**config.mk**
```make
export PLATFORM = sky130hd
export DESIGN_NAME = tap_sweep_cal
export DESIGN_NICKNAME = d
export VERILOG_FILES = /design/src/rtl/tap_cal_pkg.sv /design/src/rtl/tap_status_judge.sv /design/src/rtl/tap_window_track.sv /design/src/rtl/tap_scan_seq.sv /design/src/rtl/tap_sweep_cal.sv
export SDC_FILE = /design/constraint.sdc
export NUM_CORES = 1
export LEC_CHECK = 0
export BUFFER_PORTS_ARGS = -buffer_cell sky130_fd_sc_hd__buf_2
export CAP_MARGIN = 20
export CORE_ASPECT_RATIO = 1.2
export CORE_UTILIZATION = 45
export CTS_CLUSTER_SIZE = 40
export DETAILED_ROUTE_END_ITERATION = 6
export GPL_ROUTABILITY_DRIVEN = 0
export GPL_TIMING_DRIVEN = 1
export PLACE_DENSITY_LB_ADDON = 0.12
export SLEW_MARGIN = 20
export SYNTH_ARGS = -nofsm -noshare
export SYNTH_HDL_FRONTEND = slang
export SYNTH_SLANG_ARGS = --single-unit
```
**constraint.sdc**
```tcl
create_clock -name clk -period 1.9 [get_ports clk]
set_clock_uncertainty 0.15 [all_clocks]
set_input_delay 0.19 -clock clk [delete_from_list [all_inputs] [get_ports clk]]
set_output_delay 0.19 -clock clk [all_outputs]
set_load 0.05 [all_outputs]
```
**src/rtl/tap_cal_pkg.sv**
```systemverilog
package tap_cal_pkg;
  typedef enum logic [1:0] {
    ST_IDLE   = 2'd0,
    ST_LAUNCH = 2'd1,
    ST_WAIT   = 2'd2,
    ST_FINAL  = 2'd3
  } scan_st_t;
endpackage

```
**src/rtl/tap_status_judge.sv**
```systemverilog
module tap_status_judge #(
  parameter int CNT_W  = 8,
  parameter int RUNS   = 8,
  localparam int STAT_W = 2 * CNT_W + 1
) (
  input  logic [STAT_W-1:0] stat_i,
  output logic              done_seen_o,
  output logic              tap_ok_o
);
  logic [CNT_W-1:0] good_runs;
  logic [CNT_W-1:0] bad_runs;

  // status layout - done at bit 0, passes above it, fails on top
  always_comb begin
    done_seen_o = stat_i[0];
    good_runs   = stat_i[CNT_W:1];
    bad_runs    = stat_i[2*CNT_W:CNT_W+1];
    tap_ok_o    = (bad_runs == '0) && (good_runs == CNT_W'(RUNS));
  end
endmodule

```
**src/rtl/tap_window_track.sv**
```systemverilog
module tap_window_track #(
  parameter int TAP_W   = 6,
  parameter int DEF_TAP = 8
) (
  input  logic             clk,
  input  logic             rst,
  input  logic             clr_i,
  input  logic             hit_i,
  input  logic [TAP_W-1:0] tap_i,
  output logic [TAP_W-1:0] first_o,
  output logic [TAP_W-1:0] last_o,
  output logic [TAP_W:0]   cnt_o,
  output logic [TAP_W-1:0] final_o
);
  localparam logic [TAP_W-1:0] DEF_V = TAP_W'(DEF_TAP);

  logic           fresh_q;
  logic [TAP_W:0] sum;

  always_ff @(posedge clk) begin
    if (rst || clr_i) begin
      first_o <= '0;
      last_o  <= '0;
      cnt_o   <= '0;
      fresh_q <= 1'b1;
    end else if (hit_i) begin
      cnt_o  <= cnt_o + 1'b1;
      last_o <= tap_i;
      if (fresh_q) begin
        first_o <= tap_i;
        fresh_q <= 1'b0;
      end
    end
  end

  // one extra bit keeps the sum exact before halving
  always_comb begin
    sum     = {1'b0, first_o} + {1'b0, last_o};
    final_o = (cnt_o == '0) ? DEF_V : sum[TAP_W:1];
  end

  a_r5_cnt_bound: assert property (@(posedge clk) disable iff (rst)
    cnt_o <= (TAP_W+1)'(2**TAP_W));
  a_r6_order: assert property (@(posedge clk) disable iff (rst)
    !fresh_q |-> first_o <= last_o);
  a_r8_empty_sentinel: assert property (@(posedge clk) disable iff (rst)
    (cnt_o == '0) |-> fresh_q);
endmodule

```
**src/rtl/tap_scan_seq.sv**
```systemverilog
module tap_scan_seq
  import tap_cal_pkg::*;
#(
  parameter int TAP_W = 6
) (
  input  logic             clk,
  input  logic             rst,
  input  logic             start_i,
  input  logic             done_seen_i,
  output logic [TAP_W-1:0] cur_tap_o,
  output logic             go_o,
  output logic             clr_o,
  output logic             launch_o,
  output logic             sample_o,
  output logic             finish_o
);
  localparam logic [TAP_W-1:0] TAP_MAX = '1;

  scan_st_t st_q;

  always_comb begin
    clr_o    = (st_q == ST_IDLE) && start_i;
    launch_o = (st_q == ST_LAUNCH);
    sample_o = (st_q == ST_WAIT) && done_seen_i;
    finish_o = (st_q == ST_FINAL);
  end

  always_ff @(posedge clk) begin
    if (rst) begin
      st_q      <= ST_IDLE;
      cur_tap_o <= '0;
      go_o      <= 1'b0;
    end else begin
      unique case (st_q)
        ST_IDLE: if (start_i) begin
          cur_tap_o <= '0;
          st_q      <= ST_LAUNCH;
        end
        ST_LAUNCH: begin
          go_o <= 1'b1;
          st_q <= ST_WAIT;
        end
        ST_WAIT: if (done_seen_i) begin
          go_o <= 1'b0;
          if (cur_tap_o == TAP_MAX) begin
            st_q <= ST_FINAL;
          end else begin
            cur_tap_o <= cur_tap_o + 1'b1;
            st_q      <= ST_LAUNCH;
          end
        end
        ST_FINAL: st_q <= ST_IDLE;
        default:  st_q <= ST_IDLE;
      endcase
    end
  end

  a_r3_drop_after_done: assert property (@(posedge clk) disable iff (rst)
    $fell(go_o) |-> $past(done_seen_i));
  a_r1_step_one: assert property (@(posedge clk) disable iff (rst)
    (sample_o && cur_tap_o != TAP_MAX) |=> cur_tap_o == TAP_W'($past(cur_tap_o) + 1'b1));
  a_r10_no_restart: assert property (@(posedge clk) disable iff (rst)
    (st_q == ST_WAIT && start_i && !done_seen_i) |=> cur_tap_o == $past(cur_tap_o));
endmodule

```
**src/rtl/tap_sweep_cal.sv**
```systemverilog
module tap_sweep_cal #(
  parameter int TAP_W   = 6,
  parameter int LANES   = 4,
  parameter int CNT_W   = 8,
  parameter int RUNS    = 8,
  parameter int DEF_TAP = 8,
  localparam int STAT_W = 2 * CNT_W + 1,
  localparam int CFG_W  = CNT_W + 1
) (
  input  logic                   clk,
  input  logic                   rst,
  input  logic                   cal_start_i,
  output logic                   cal_done_o,
  output logic [LANES*TAP_W-1:0] lane_tap_o,
  output logic                   bist_go_o,
  output logic [CFG_W-1:0]       bist_cfg_o,
  input  logic [STAT_W-1:0]      bist_stat_i,
  output logic [TAP_W:0]         pass_cnt_o,
  output logic [TAP_W-1:0]       first_tap_o,
  output logic [TAP_W-1:0]       last_tap_o
);
  logic             done_seen, tap_ok;
  logic [TAP_W-1:0] cur_tap, final_tap;
  logic             clr, launch, sample, finish;

  // run count sits above bit 0 of the configuration word
  assign bist_cfg_o = {CNT_W'(RUNS), 1'b0};

  tap_status_judge #(.CNT_W(CNT_W), .RUNS(RUNS)) u_judge (
    .stat_i      (bist_stat_i),
    .done_seen_o (done_seen),
    .tap_ok_o    (tap_ok)
  );

  tap_scan_seq #(.TAP_W(TAP_W)) u_seq (
    .clk         (clk),
    .rst         (rst),
    .start_i     (cal_start_i),
    .done_seen_i (done_seen),
    .cur_tap_o   (cur_tap),
    .go_o        (bist_go_o),
    .clr_o       (clr),
    .launch_o    (launch),
    .sample_o    (sample),
    .finish_o    (finish)
  );

  tap_window_track #(.TAP_W(TAP_W), .DEF_TAP(DEF_TAP)) u_track (
    .clk     (clk),
    .rst     (rst),
    .clr_i   (clr),
    .hit_i   (sample && tap_ok),
    .tap_i   (cur_tap),
    .first_o (first_tap_o),
    .last_o  (last_tap_o),
    .cnt_o   (pass_cnt_o),
    .final_o (final_tap)
  );

  // one register per lane, all loaded from the same source
  for (genvar g = 0; g < LANES; g++) begin : g_lane
    logic [TAP_W-1:0] lane_q;
    always_ff @(posedge clk) begin
      if (rst)         lane_q <= '0;
      else if (launch) lane_q <= cur_tap;
      else if (finish) lane_q <= final_tap;
    end
    assign lane_tap_o[g*TAP_W +: TAP_W] = lane_q;
  end

  always_ff @(posedge clk) begin
    if (rst) cal_done_o <= 1'b0;
    else     cal_done_o <= finish;
  end

  a_r2_hold_during_test: assert property (@(posedge clk) disable iff (rst)
    (bist_go_o && $past(bist_go_o)) |-> $stable(lane_tap_o));
  a_r9_single_pulse: assert property (@(posedge clk) disable iff (rst)
    cal_done_o |=> !cal_done_o);
  a_r3_go_off_at_end: assert property (@(posedge clk) disable iff (rst)
    cal_done_o |-> !bist_go_o);
endmodule

```
# Word-level counts from Yosys, hierarchy flattened
# Cells that the tools add are included.
# word_totals
register_bits,36
in_bits,20
out_inout_bits,54
wordCells,48
# classes
addsub,3
n_eq_ne,8
muxes,13
n_reduce_logical,15
# op_table
op,n
6-bit two-way mux,6
6-bit case mux with 2 select lines,1
"8-bit by 4-bit equality test with 1-bit output, second input constant",1
8-bit logical NOT,1
2-bit case mux with 4 select lines,1
6-bit by 6-bit adder with 7-bit output,1
"7-bit by 1-bit adder with 7-bit output, second input constant",1
7-bit logical NOT,1
"6-bit by 1-bit adder with 6-bit output, second input constant",1
"6-bit equality test, second input constant",1
2-bit two-way mux,3
"2-bit != test, second input constant",3
2-bit AND reduction,3
2-bit nonzero test,3
"2-bit equality test, second input constant",2
1-bit logical AND,4
4-bit AND reduction,1
"2-bit by 1-bit equality test with 1-bit output, second input constant",1
2-bit logical NOT,1
1-bit case mux with 2 select lines,1
1-bit logical OR,1
1-bit two-way mux,1

# Logic depth before layout (Yosys ltp)
# Gate-level depths: netlist (run 1).
# logic_depth
ltp_word,4
ltp_mapped,7
depth_no_buf,6

# Cells and area by module
# From an unflattened synthesis (run 1), not the netlist that was laid out.
# unflattened
hier_cells,236
hier_area_um2,2058.2
# modules_own_cells
module,n_inst,cells_per_inst,area_each_um2
tap_window_track,1,117,1026.0
tap_sweep_cal,1,58,520.5
tap_scan_seq,1,55,467.9
tap_status_judge,1,6,43.8

# Least setup slack after synthesis (run 1)
# No wires, ideal clock.
# synth_timing
path_kind,register to register
startpoint,register u_track.first_o[0]
endpoint,register g_lane[3].lane_q[3]
setup_ns,0.086
t_arrival_ns,1.743
required_ns,1.664
path_slack_ns,-0.079
stages_incl_launch_ff,7
path_cell_list,dfxtp_1 > and2_1 > fa_1 > a21o_1 > a21oi_1 > xor2_1 > a211oi_1
# synth_via
elab_chain_len,4
# synth_rtl
item,line_no,rtl
start: declaration,tap_window_track.sv:10,"output logic [TAP_W-1:0] first_o,"
start signal: assignment,tap_window_track.sv:30,first_o <= tap_i;
6-bit by 6-bit adder with 7-bit output,tap_window_track.sv:38,"sum = {1'b0, first_o} + {1'b0, last_o};"
6-bit two-way mux,tap_window_track.sv:39,final_o = (cnt_o == '0) ? DEF_V : sum[TAP_W:1];
6-bit two-way mux,tap_sweep_cal.sv:66,else if (finish) lane_q <= final_tap;
6-bit two-way mux,tap_sweep_cal.sv:65,else if (launch) lane_q <= cur_tap;
end signal: assignment,tap_sweep_cal.sv:65,
end signal: assignment,tap_sweep_cal.sv:66,
end: declaration,tap_sweep_cal.sv:62,logic [TAP_W-1:0] lane_q;
# Every way passes these cells. The select of a mux whose other input is x is not followed.
# A chain may end at the register's enable or synchronous reset.

# Final worst setup path (run 1)
# Same ends and word-level chain as after synthesis.

==> results of run 1 <==
[final timing paths]
path	start	to	slack, ns	depth (start not counted)
max	u_track.first_o[0]	g_lane[3].lane_q[3]	0.13	6
min	cal_start_i	u_seq.st_q[0]	0.12	3
max reg2reg	u_track.first_o[0]	g_lane[3].lane_q[3]	0.13	6
min reg2reg	u_track.first_o[3]	u_track.first_o[3]	0.34	2
[registers in the layout (all words and copies together) (netlist names)]
name	count
u_seq.st_q	2
u_track.last_o	6
u_track.fresh_q	1
cal_done_o	1
u_track.cnt_o	7
u_seq.cur_tap_o	6
u_track.first_o	6
u_seq.go_o	1
g_lane.lane_q	6
[metal layers]
layer	wire (um)	GRT usage (%)	share of wire (%)	vias to the layer above
li1	-	-	-	999
met1	2126	25.16	43	910
met2	2553	37.35	52	58
met3	246	5.316	5.0	2
met4	28	5.319	0.57	0
met5	0	0	0	-
[stage by stage]
stage	setup WS, ns	hold slack, ns	utilization [%]
floorplan	0.02508	0.1356	-
CTS	0.07645	0.1169	55.93
global placement	0.1192	0.3024	53.41
global route	0.04554	0.1356	56.23
finish	0.1305	0.1177	56.23
detailed placement	0.09363	0.3029	53.41
[critical path, cell delays in order, from the launching register on]
cell and delay, ns:
dfxtp_2 0.34, and2_1 0.16, fa_2 0.37, a21o_1 0.19
a21oi_1 0.17, xor2_1 0.08, a211oi_1 0.22
[logic make-up (layout without fill, tap and decap cells)]
logic type / count (synthesis) / count (layout) / share of synthesized area, %
flops: 36 / 36 / 32.62
fa+ha+maj: 9 / 9 / 5.436
other cells: 2 / 9 / 0.3399
compound gates: 49 / 49 / 13.53
simple gates: 103 / 103 / 27.80
buf+inv: 43 / 93 / 13.14
mux: 14 / 14 / 6.342
xor+xnor: 2 / 2 / 0.7929
[area by class of cell]
type / count / area (um2)
clock buffer: 6 / 72.57
clock inverter: 2 / 35.03
fill: 457 / 2041
inverter: 4 / 15.01
multi-input combinational: 186 / 1239
sequential: 36 / 724.4
tap: 58 / 72.57
timing repair buffer: 81 / 462.9
[power breakdown]
| group | leakage [nW] | switching, mW | total (mW) | internal (mW) |
|---|---|---|---|---|
| clock network | 0.0552 | 0.277 | 0.667 | 0.389 |
| registers | 0.292 | 0.00943 | 0.772 | 0.763 |
| logic | 0.908 | 0.161 | 0.229 | 0.0671 |
| total | 1.26 | 0.448 | 1.67 | 1.22 |
[placed cells by master, fill, tap and decap left out, types with 5 or more instances in the layout]
cell,instances
buf_2,64
dfxtp_1,33
nand2_1,24
a21oi_1,17
nand3_1,16
buf_4,15
mux2i_1,14
o21ai_0,14
nor2_1,11
conb_1,9
ha_1,8
nand2b_1,7
or3_1,6
nand4_1,5
nand3b_1,5
clkbuf_8,5
[what timing repair did]
action / in CTS / in global routing
resized for setup: 0 / 3
hold endpoints to repair: 1 / 0
endpoints found under the setup margin: 0 / 2
hold buffers: 1 / 0
==> results.rst, run 1 <==
.. list-table::
   :header-rows: 1

   * - Metric
     - Value
   * - Layout area overhead
     - 18.63%
   * - Proportion of netlist area held by the largest area contributor
     - 32.62%
   * - Top fanout value on the critical path
     - 4
   * - Mapped Cells
     - 258
   * - Iter 0 DRT Violations
     - 101
   * - Period utilisation layout
     - 93.13%
   * - Clock root buffer master
     - clkbuf_8
   * - Global router's overall resource usage
     - 21.16%
   * - Actual transition at the worst max-transition pin
     - 0.5236 ns
   * - Setup repair bufs after CTS
     - 0
   * - Final routed wirelength across all metal layers
     - 4954 um
   * - Ys flop type
     - dfxtp_1
   * - Clock tree from TritonCTS
     - yes
   * - Synth area leaders
     - dfxtp_1 33%, buf_4 9.9%, mux2i_1 6.3%, ha_1 4.5%, nand2_1 4.1%
   * - Sinks on Clock Net
     - 36
   * - Number of rows created at floorplan
     - 27
   * - Final ANT Viol Nets
     - 0
   * - Fraction of layout cells with a size suffix above 1
     - 32.70%
   * - Synth warnings
     - 0
   * - Max_cap viols
     - 0
   * - Dominant cell by count in the synthesized netlist
     - dfxtp_1
   * - TNS Setup
     - 0 ns
   * - Netlist area before placement
     - 2210 um2
   * - Total core area
     - 4662 um2
   * - Largest area contributor in the netlist
     - dfxtp_1
   * - Max Transition Viols Final
     - 0
   * - Number of DRC violations after detailed routing
     - 0
   * - Clock buffers created by TritonCTS
     - 5
   * - Pin count of the biggest net entering global routing
     - 17
   * - Category of the worst setup path capture point
     - flop
   * - Vias in the first global route
     - 1853
   * - Number of enable-type register cells in the synthesized netlist
     - 0
   * - Vias/cell
     - 5.279
   * - Placed standard-cell area
     - 2490 um2
   * - Largest vdd supply drop
     - 0.3786 mV
   * - Sequential cell area fraction in the yosys report
     - 32.62%
   * - Final nets
     - 343
   * - Vias after detailed routing
     - 1969
   * - Worst EP required
     - 1.95 ns
   * - Data arrival time of the critical path
     - 1.82 ns
   * - Max Fclk
     - 565.1 MHz
   * - Relative slew slack
     - 64.94%
   * - Critical Path Start Type
     - flop
   * - Unrepaired setup endpoints after global routing
     - no
   * - P per Cell Area
     - 636.2 nW/um2
   * - IO buf count
     - 64
   * - Design area
     - 2621 um2
   * - Clock Tree Buf Depth
     - 2
   * - Starting utilization of the core area
     - 47.40%
   * - Worst-Skew Late Latency
     - 0.29 ns
   * - Drt pass-1 iters
     - 4
   * - Number of setup violations in the final report
     - 0
   * - Leakage power total
     - 1.255 nW
   * - Half-perimeter wire length after detailed placement
     - 3775 um
   * - Top cells by count, synth
     - 36 x dfxtp_1, 29 x buf_4, 24 x nand2_1
   * - Non-filler instance count after layout
     - 373
   * - First-pass GRT wire length
     - 8500 um
   * - Number of cells after detailed placement
     - 364
   * - Number of different library cells in the post-synthesis netlist
     - 46
   * - Mean post-synth cell area
     - 8.564 um2
   * - Outcome
     - complete, no violations
   * - Die extent in y
     - 78.76 um
   * - Hold Vio Cnt, Final
     - 0
   * - Routed WL per cell
     - 13.28 um
   * - Power after layout
     - 1.668 mW
   * - Synth Register Bits
     - 36
   * - Die width
     - 65.97 um
   * - Initial antenna violation count
     - 0
   * - Top Ports
     - 74
   * - Post-layout min period
     - 1.770 ns
   * - Startpoint-to-endpoint class of the critical path
     - reg2reg
   * - Level count of the clock H-tree
     - 2
   * - Worst-path clk slew
     - 0.08 ns
   * - GRT overflow
     - 0
   * - Total die area
     - 5195 um2
   * - Worst hold path class
     - in2reg
   * - Fraction of registers with async set or reset after synthesis
     - 0%
   * - Final antenna diode count
     - 0
Note: power is estimated with default switching activity, not from simulation.
==> run 2: changes to the inputs <==
--- a/config.mk
+++ b/config.mk
@@ -9,11 +9,12 @@
 export CAP_MARGIN = 20
 export CORE_ASPECT_RATIO = 1.2
 export CORE_UTILIZATION = 45
+export CTS_BUF_LIST = sky130_fd_sc_hd__clkbuf_4 sky130_fd_sc_hd__clkbuf_8 sky130_fd_sc_hd__clkbuf_16
 export CTS_CLUSTER_SIZE = 40
 export DETAILED_ROUTE_END_ITERATION = 6
 export GPL_ROUTABILITY_DRIVEN = 0
 export GPL_TIMING_DRIVEN = 1
-export PLACE_DENSITY_LB_ADDON = 0.12
+export PLACE_DENSITY = 0.7
 export SLEW_MARGIN = 20
 export SYNTH_ARGS = -nofsm -noshare
 export SYNTH_HDL_FRONTEND = slang
==> run 2 against run 1 <==
  * Via count fell by 0.66%
  * Power is 4.6% lower
  * Critical path depth unchanged
  * Highest routed layer unchanged
==> results.rst, run 2 (synthesized netlist as in run 1, its figures left out) <==
.. list-table::
   :header-rows: 1

   * - Metric
     - Value
   * - Drt pass-1 iters
     - 4 (unchanged)
   * - Post-Route Utilization
     - 55.56% (was 56.23%)
   * - Routed WL per cell
     - 13.16 um (was 13.28 um)
   * - Worst-case reg-to-reg path depth
     - 6 (unchanged)
   * - Worst EP required
     - 1.97 ns (was 1.95 ns)
   * - Hold Vio Cnt, Final
     - 0 (unchanged)
   * - Max Transition Viols Final
     - 0 (unchanged)
   * - Layout area overhead
     - 17.21% (was 18.63%)
   * - Vias in the first global route
     - 1825 (was 1853)
   * - Vias/cell
     - 5.286 (was 5.279)
   * - Pin count of the biggest net entering global routing
     - 18 (was 17)
   * - GRT overflow
     - 0 (unchanged)
   * - Iter 0 DRT Violations
     - 68 (was 101)
   * - Final antenna diode count
     - 0 (unchanged)
   * - Data arrival time of the critical path
     - 1.87 ns (was 1.82 ns)
   * - TNS Setup
     - 0 ns (unchanged)
   * - Leakage power total
     - 1.238 nW (was 1.255 nW)
   * - Max_cap viols
     - 0 (unchanged)
   * - Number of flip-flops under the largest register name
     - 7 (unchanged)
   * - Initial antenna violation count
     - 0 (unchanged)
   * - Relative contribution of combinational cells to total power
     - 14.5% (was 13.7%)
   * - Final nets
     - 341 (was 343)
   * - Top fanout value on the critical path
     - 5 (was 4)
   * - Vias after detailed routing
     - 1956 (was 1969)
   * - Biggest register
     - u_track.cnt_o (unchanged)
   * - Largest vdd supply drop
     - 0.3811 mV (was 0.3786 mV)
   * - Top library cells by usage in the layout, fill and taps aside
     - 64 x buf_2, 33 x dfxtp_1, 24 x nand2_1 (unchanged)
   * - Number of rows created at floorplan
     - 27 (unchanged)
   * - Global router's overall resource usage
     - 20.70% (was 21.16%)
   * - Worst-path clk slew
     - 0.07 ns (was 0.08 ns)
   * - Unrepaired setup endpoints after global routing
     - no (unchanged)
   * - First-pass GRT wire length
     - 8355 um (was 8500 um)
   * - Number of setup violations in the final report
     - 0 (unchanged)
   * - Non-filler instance count after layout
     - 370 (was 373)
   * - Die extent in y
     - 78.76 um (unchanged)
   * - Total core area
     - 4662 um2 (unchanged)
   * - Worst hold path class
     - in2reg (unchanged)
   * - Setup repair bufs after CTS
     - 0 (unchanged)
   * - Most common cell after layout, fill and taps aside
     - buf_2 (unchanged)
   * - Fraction of layout cells with a size suffix above 1
     - 32.05% (was 32.70%)
   * - Max Fclk
     - 558.0 MHz (was 565.1 MHz)
   * - Post-layout min period
     - 1.792 ns (was 1.770 ns)
   * - Clock tree from TritonCTS
     - yes (unchanged)
   * - Filler Cell Count
     - 453 (was 457)
   * - Final routed wirelength across all metal layers
     - 4868 um (was 4954 um)
   * - Top Ports
     - 74 (unchanged)
   * - Sinks on Clock Net
     - 36 (unchanged)
   * - Category of the worst setup path capture point
     - flop (unchanged)
   * - Clock Tree Buf Depth
     - 2 (unchanged)
   * - Design internal power
     - 1.153 mW (was 1.219 mW)
   * - Level count of the clock H-tree
     - 2 (unchanged)
   * - Starting utilization of the core area
     - 47.40% (unchanged)
   * - Worst-Skew Late Latency
     - 0.29 ns (about the same)
   * - Share of power burned in registers
     - 48.5% (was 46.3%)
   * - Switch Pwr
     - 438.2 uW (was 448.4 uW)
   * - Number of DRC violations after detailed routing
     - 0 (unchanged)
   * - Outcome
     - complete, no violations (unchanged)
   * - P per Cell Area
     - 614.4 nW/um2 (was 636.2 nW/um2)
   * - Hold depth
     - 3 (unchanged)
   * - IO buf count
     - 64 (unchanged)
   * - Final ANT Viol Nets
     - 0 (unchanged)
   * - Startpoint-to-endpoint class of the critical path
     - in2reg (was reg2reg)
   * - Die width
     - 65.97 um (unchanged)
   * - Half-perimeter wire length after detailed placement
     - 3644 um (was 3775 um)
   * - Clock root buffer master
     - clkbuf_8 (unchanged)
   * - Number of cells after detailed placement
     - 362 (was 364)
   * - Period utilisation layout
     - 94.31% (was 93.13%)
   * - Clock buffers created by TritonCTS
     - 5 (unchanged)
   * - Total die area
     - 5195 um2 (unchanged)
   * - Part of the total power dissipated in the clock network
     - 37.1% (was 40.0%)
   * - Power after layout
     - 1.591 mW (was 1.668 mW)
   * - Critical Path Start Type
     - input pin (was flop)
   * - Switching portion of total power
     - 27.54% (was 26.89%)
## run 2: routing by layer
metal / share of wire, % / vias up / global-route usage [%]
met5: 0 / - / 0
met2: 48 / 61 / 34.59
met4: 1.3 / 0 / 6.596
li1: - / 987 / -
met1: 45 / 901 / 25.74
met3: 5.5 / 7 / 5.172
## run 2: timing repair
| item | 4_1_cts | 5_1_grt |
|---|---|---|
| endpoints found under the setup margin | 0 | 5 |
| hold buffers | 1 | 0 |
| gates resized for setup | 0 | 2 |
| hold endpoints to repair | 1 | 0 |
## run 2: worst max-delay path: stages
cell           delay [ns]
dlygate4sd3_1        0.52
buf_2                0.15
nor4b_2              0.22
nand3_1              0.15
or4_1                0.49
a21oi_1              0.14
## run 2: power by group through the flow
| stage | combinational (mW) | sequential (mW) | clock [mW] |
|---|---|---|---|
| after floorplan | 0.175 | 0.805 | 0 |
| after global placement | 0.226 | 0.788 | 0 |
| after detailed placement | 0.226 | 0.790 | 0 |
| after CTS | 0.228 | 0.772 | 0.604 |
| after global routing | 0.246 | 0.773 | 0.637 |
| final | 0.230 | 0.772 | 0.590 |
## run 2: layout make-up
cell class	count	area, um2	share of cell area [%]
Multi-Input combinational cell	186	1234	47.63
Inverter	4	15.01	0.5797
Sequential cell	36	724.4	27.97
Tap cell	58	72.57	2.802
Clock buffer	7	96.34	3.720
Timing Repair Buffer	79	447.9	17.29
## run 2: stage by stage
stage	instance area (um2)	worst slack (ns)	hold slack (ns)
final	2590	0.1080	0.1258
after CTS	2581	0.05509	0.1133
after detailed placement	2475	0.09111	0.3056
after global placement	2475	0.1293	0.3003
after floorplan	2240	0.02508	0.1356
after global routing	2590	0.02095	0.1704
## run 2: path summary, 6_finish.rpt
check / startpoint / slack (ns) / to
worst max register to register: u_track.first_o[0] / 0.14 / g_lane[3].lane_q[3]
worst min-delay path: cal_start_i / 0.13 / u_seq.st_q[0]
worst min register to register: u_track.first_o[4] / 0.33 / u_track.first_o[4]
worst max-delay path: bist_stat_i[0] / 0.11 / u_track.cnt_o[2]
==> run 3: changes to the inputs <==
--- a/config.mk
+++ b/config.mk
@@ -13,7 +13,7 @@
 export CTS_CLUSTER_SIZE = 40
 export DETAILED_ROUTE_END_ITERATION = 6
 export GPL_ROUTABILITY_DRIVEN = 0
-export GPL_TIMING_DRIVEN = 1
+export GPL_TIMING_DRIVEN = 0
 export PLACE_DENSITY = 0.7
 export SLEW_MARGIN = 20
 export SYNTH_ARGS = -nofsm -noshare
==> run 3 against run 2 <==
  * Utilization increased by 4.7 points
  * Sequential cell count unchanged
  * Setup slack worse by 0.0063 ns
  * Largest cell class unchanged
  * Largest power group unchanged
==> results.rst, run 3 (synthesized netlist as in run 1, its figures left out) <==
.. list-table::
   :header-rows: 1

   * - Metric
     - Value
   * - P per Cell Area
     - 610.3 nW/um2 (was 614.4 nW/um2)
   * - Total die area
     - 5195 um2 (unchanged)
   * - TNS Setup
     - 0 ns (unchanged)
   * - Worst-path clk slew
     - 0.08 ns (was 0.07 ns)
   * - GRT overflow
     - 0 (unchanged)
   * - Number of cells after detailed placement
     - 387 (was 362)
   * - Setup repair bufs after CTS
     - 0 (unchanged)
   * - Largest vdd supply drop
     - 0.3876 mV (was 0.3811 mV)
   * - Period utilisation layout
     - 94.64% (was 94.31%)
   * - Number of DRC violations after detailed routing
     - 0 (unchanged)
   * - Final antenna diode count
     - 0 (unchanged)
   * - Fraction of layout cells with a size suffix above 1
     - 38.46% (was 32.05%)
   * - Final nets
     - 366 (was 341)
   * - Data arrival time of the critical path
     - 1.83 ns (was 1.87 ns)
   * - Die width
     - 65.97 um (unchanged)
   * - Max Transition Viols Final
     - 0 (unchanged)
   * - Clock tree from TritonCTS
     - yes (unchanged)
   * - Power after layout
     - 1.714 mW (was 1.591 mW)
   * - Pin count of the biggest net entering global routing
     - 13 (was 18)
   * - Initial antenna violation count
     - 0 (unchanged)
   * - Placed standard-cell area
     - 2633 um2 (was 2475 um2)
   * - Worst hold path class
     - in2reg (unchanged)
   * - Biggest register
     - u_track.cnt_o (unchanged)
   * - Most common cell after layout, fill and taps aside
     - buf_2 (unchanged)
   * - Top library cells by usage in the layout, fill and taps aside
     - 67 x buf_2, 30 x dfxtp_1, 29 x buf_4 (was 64 x buf_2, 33 x dfxtp_1, 24 x nand2_1)
   * - Drt pass-1 iters
     - 4 (unchanged)
   * - Startpoint-to-endpoint class of the critical path
     - reg2reg (was in2reg)
   * - Outcome
     - complete, no violations (unchanged)
   * - First-pass GRT wire length
     - 8204 um (was 8355 um)
   * - Final ANT Viol Nets
     - 0 (unchanged)
   * - Post-layout min period
     - 1.798 ns (was 1.792 ns)
   * - Global router's overall resource usage
     - 20.46% (was 20.70%)
   * - Worst EP required
     - 1.93 ns (was 1.97 ns)
   * - Half-perimeter wire length after detailed placement
     - 3881 um (was 3644 um)
   * - Seq. cell area
     - 730.7 um2 (was 724.4 um2)
   * - Critical Path Start Type
     - flop (was input pin)
   * - Worst-Skew Late Latency
     - 0.30 ns (was 0.29 ns)
   * - Sinks on Clock Net
     - 36 (unchanged)
   * - Max Fclk
     - 556.1 MHz (was 558.0 MHz)
   * - Die extent in y
     - 78.76 um (unchanged)
   * - Clock Tree Buf Depth
     - 2 (unchanged)
   * - Number of rows created at floorplan
     - 27 (unchanged)
   * - Starting utilization of the core area
     - 47.40% (unchanged)
   * - Vias after detailed routing
     - 2057 (was 1956)
   * - Number of setup violations in the final report
     - 0 (unchanged)
   * - Clock root buffer master
     - clkbuf_8 (unchanged)
   * - Vias in the first global route
     - 1792 (was 1825)
   * - Category of the worst setup path capture point
     - flop (unchanged)
   * - Hold Vio Cnt, Final
     - 0 (unchanged)
   * - IO buf count
     - 64 (unchanged)
   * - Vias/cell
     - 5.194 (was 5.286)
   * - Filler Cell Count
     - 442 (was 453)
   * - Iter 0 DRT Violations
     - 66 (was 68)
   * - Layout area overhead
     - 27.12% (was 17.21%)
   * - Max_cap viols
     - 0 (unchanged)
   * - Top Ports
     - 74 (unchanged)
   * - Clock buffers created by TritonCTS
     - 5 (unchanged)
   * - Level count of the clock H-tree
     - 2 (unchanged)
   * - Total core area
     - 4662 um2 (unchanged)
   * - Routed WL per cell
     - 12.91 um (was 13.16 um)
   * - Area of combinational cells with multiple inputs
     - 1271 um2 (was 1234 um2)
   * - Non-filler instance count after layout
     - 396 (was 370)
   * - Final routed wirelength across all metal layers
     - 5112 um (was 4868 um)
   * - Number of flip-flops under the largest register name
     - 7 (unchanged)
   * - Leakage power total
     - 1.363 nW (was 1.238 nW)
   * - Unrepaired setup endpoints after global routing
     - no (unchanged)
   * - Top fanout value on the critical path
     - 8 (was 5)
   * - Design area
     - 2809 um2 (was 2590 um2)
## run 3: changes by cell type in the layout (fill, tap and decap cells not counted), sizes merged
cell and delta:
clkbuf +4, clkinvlp +1, buf +19, bufinv +1, clkinv +1
## run 3: where the power goes
| part | internal (mW) | switching (mW) | leakage, nW |
|---|---|---|---|
| Combinational | 0.0882 | 0.172 | 1.02 |
| Clock | 0.388 | 0.295 | 0.0541 |
| Sequential | 0.762 | 0.00827 | 0.294 |
## run 3: worst paths after layout
kind                            from                  to  slack, ns  cells after the start
setup reg to reg  u_seq.cur_tap_o[0]  u_seq.cur_tap_o[3]       0.10                      5
hold reg to reg   u_track.first_o[4]  u_track.first_o[4]       0.34                      2
hold / removal                   rst  u_seq.cur_tap_o[2]       0.08                      3
setup / recovery  u_seq.cur_tap_o[0]  u_seq.cur_tap_o[3]       0.10                      5
## run 3: layout make-up
type | count | share of cell area, %
multi-input combinational | 186 | 45.26
tap | 58 | 2.584
sequential | 36 | 26.01
buffer | 39 | 9.889
clock inverter | 3 | 1.514
timing repair buffer | 65 | 11.76
inverter | 4 | 0.5345
clock buffer | 5 | 2.450
## run 3: stage by stage
stage / utilization (%) / worst slack, ns / hold WS [ns]
CTS: 59.47 / -0.003474 / 0.07135
global route: 60.25 / 0.02325 / 0.08823
floorplan: - / 0.02508 / 0.1356
global placement: 56.47 / -0.03959 / 0.2986
detailed placement: 56.47 / -0.08347 / 0.2984
finish: 60.25 / 0.1018 / 0.08365
## run 3: critical path, cell delays in order (launching register included)
cell	delay [ns]
dfxtp_4	0.38
ha_2	0.20
and3_4	0.19
a311oi_4	0.45
nand4_1	0.17
mux2i_1	0.15
## run 3: what timing repair did
action,in CTS,in global routing
pin swaps,0,2
endpoints found under the setup margin,13,20
gates cloned,0,0
hold buffers,1,0
hold endpoints to repair,1,0
gates resized for setup,3,13
## run 3: routing by layer
metal / routed length (um) / up-vias / GRT usage, %
met5: 0 / - / 0
met4: 105 / 0 / 7.872
met3: 266 / 9 / 4.454
met2: 2573 / 64 / 35.51
met1: 2167 / 938 / 24.11
li1: - / 1046 / -
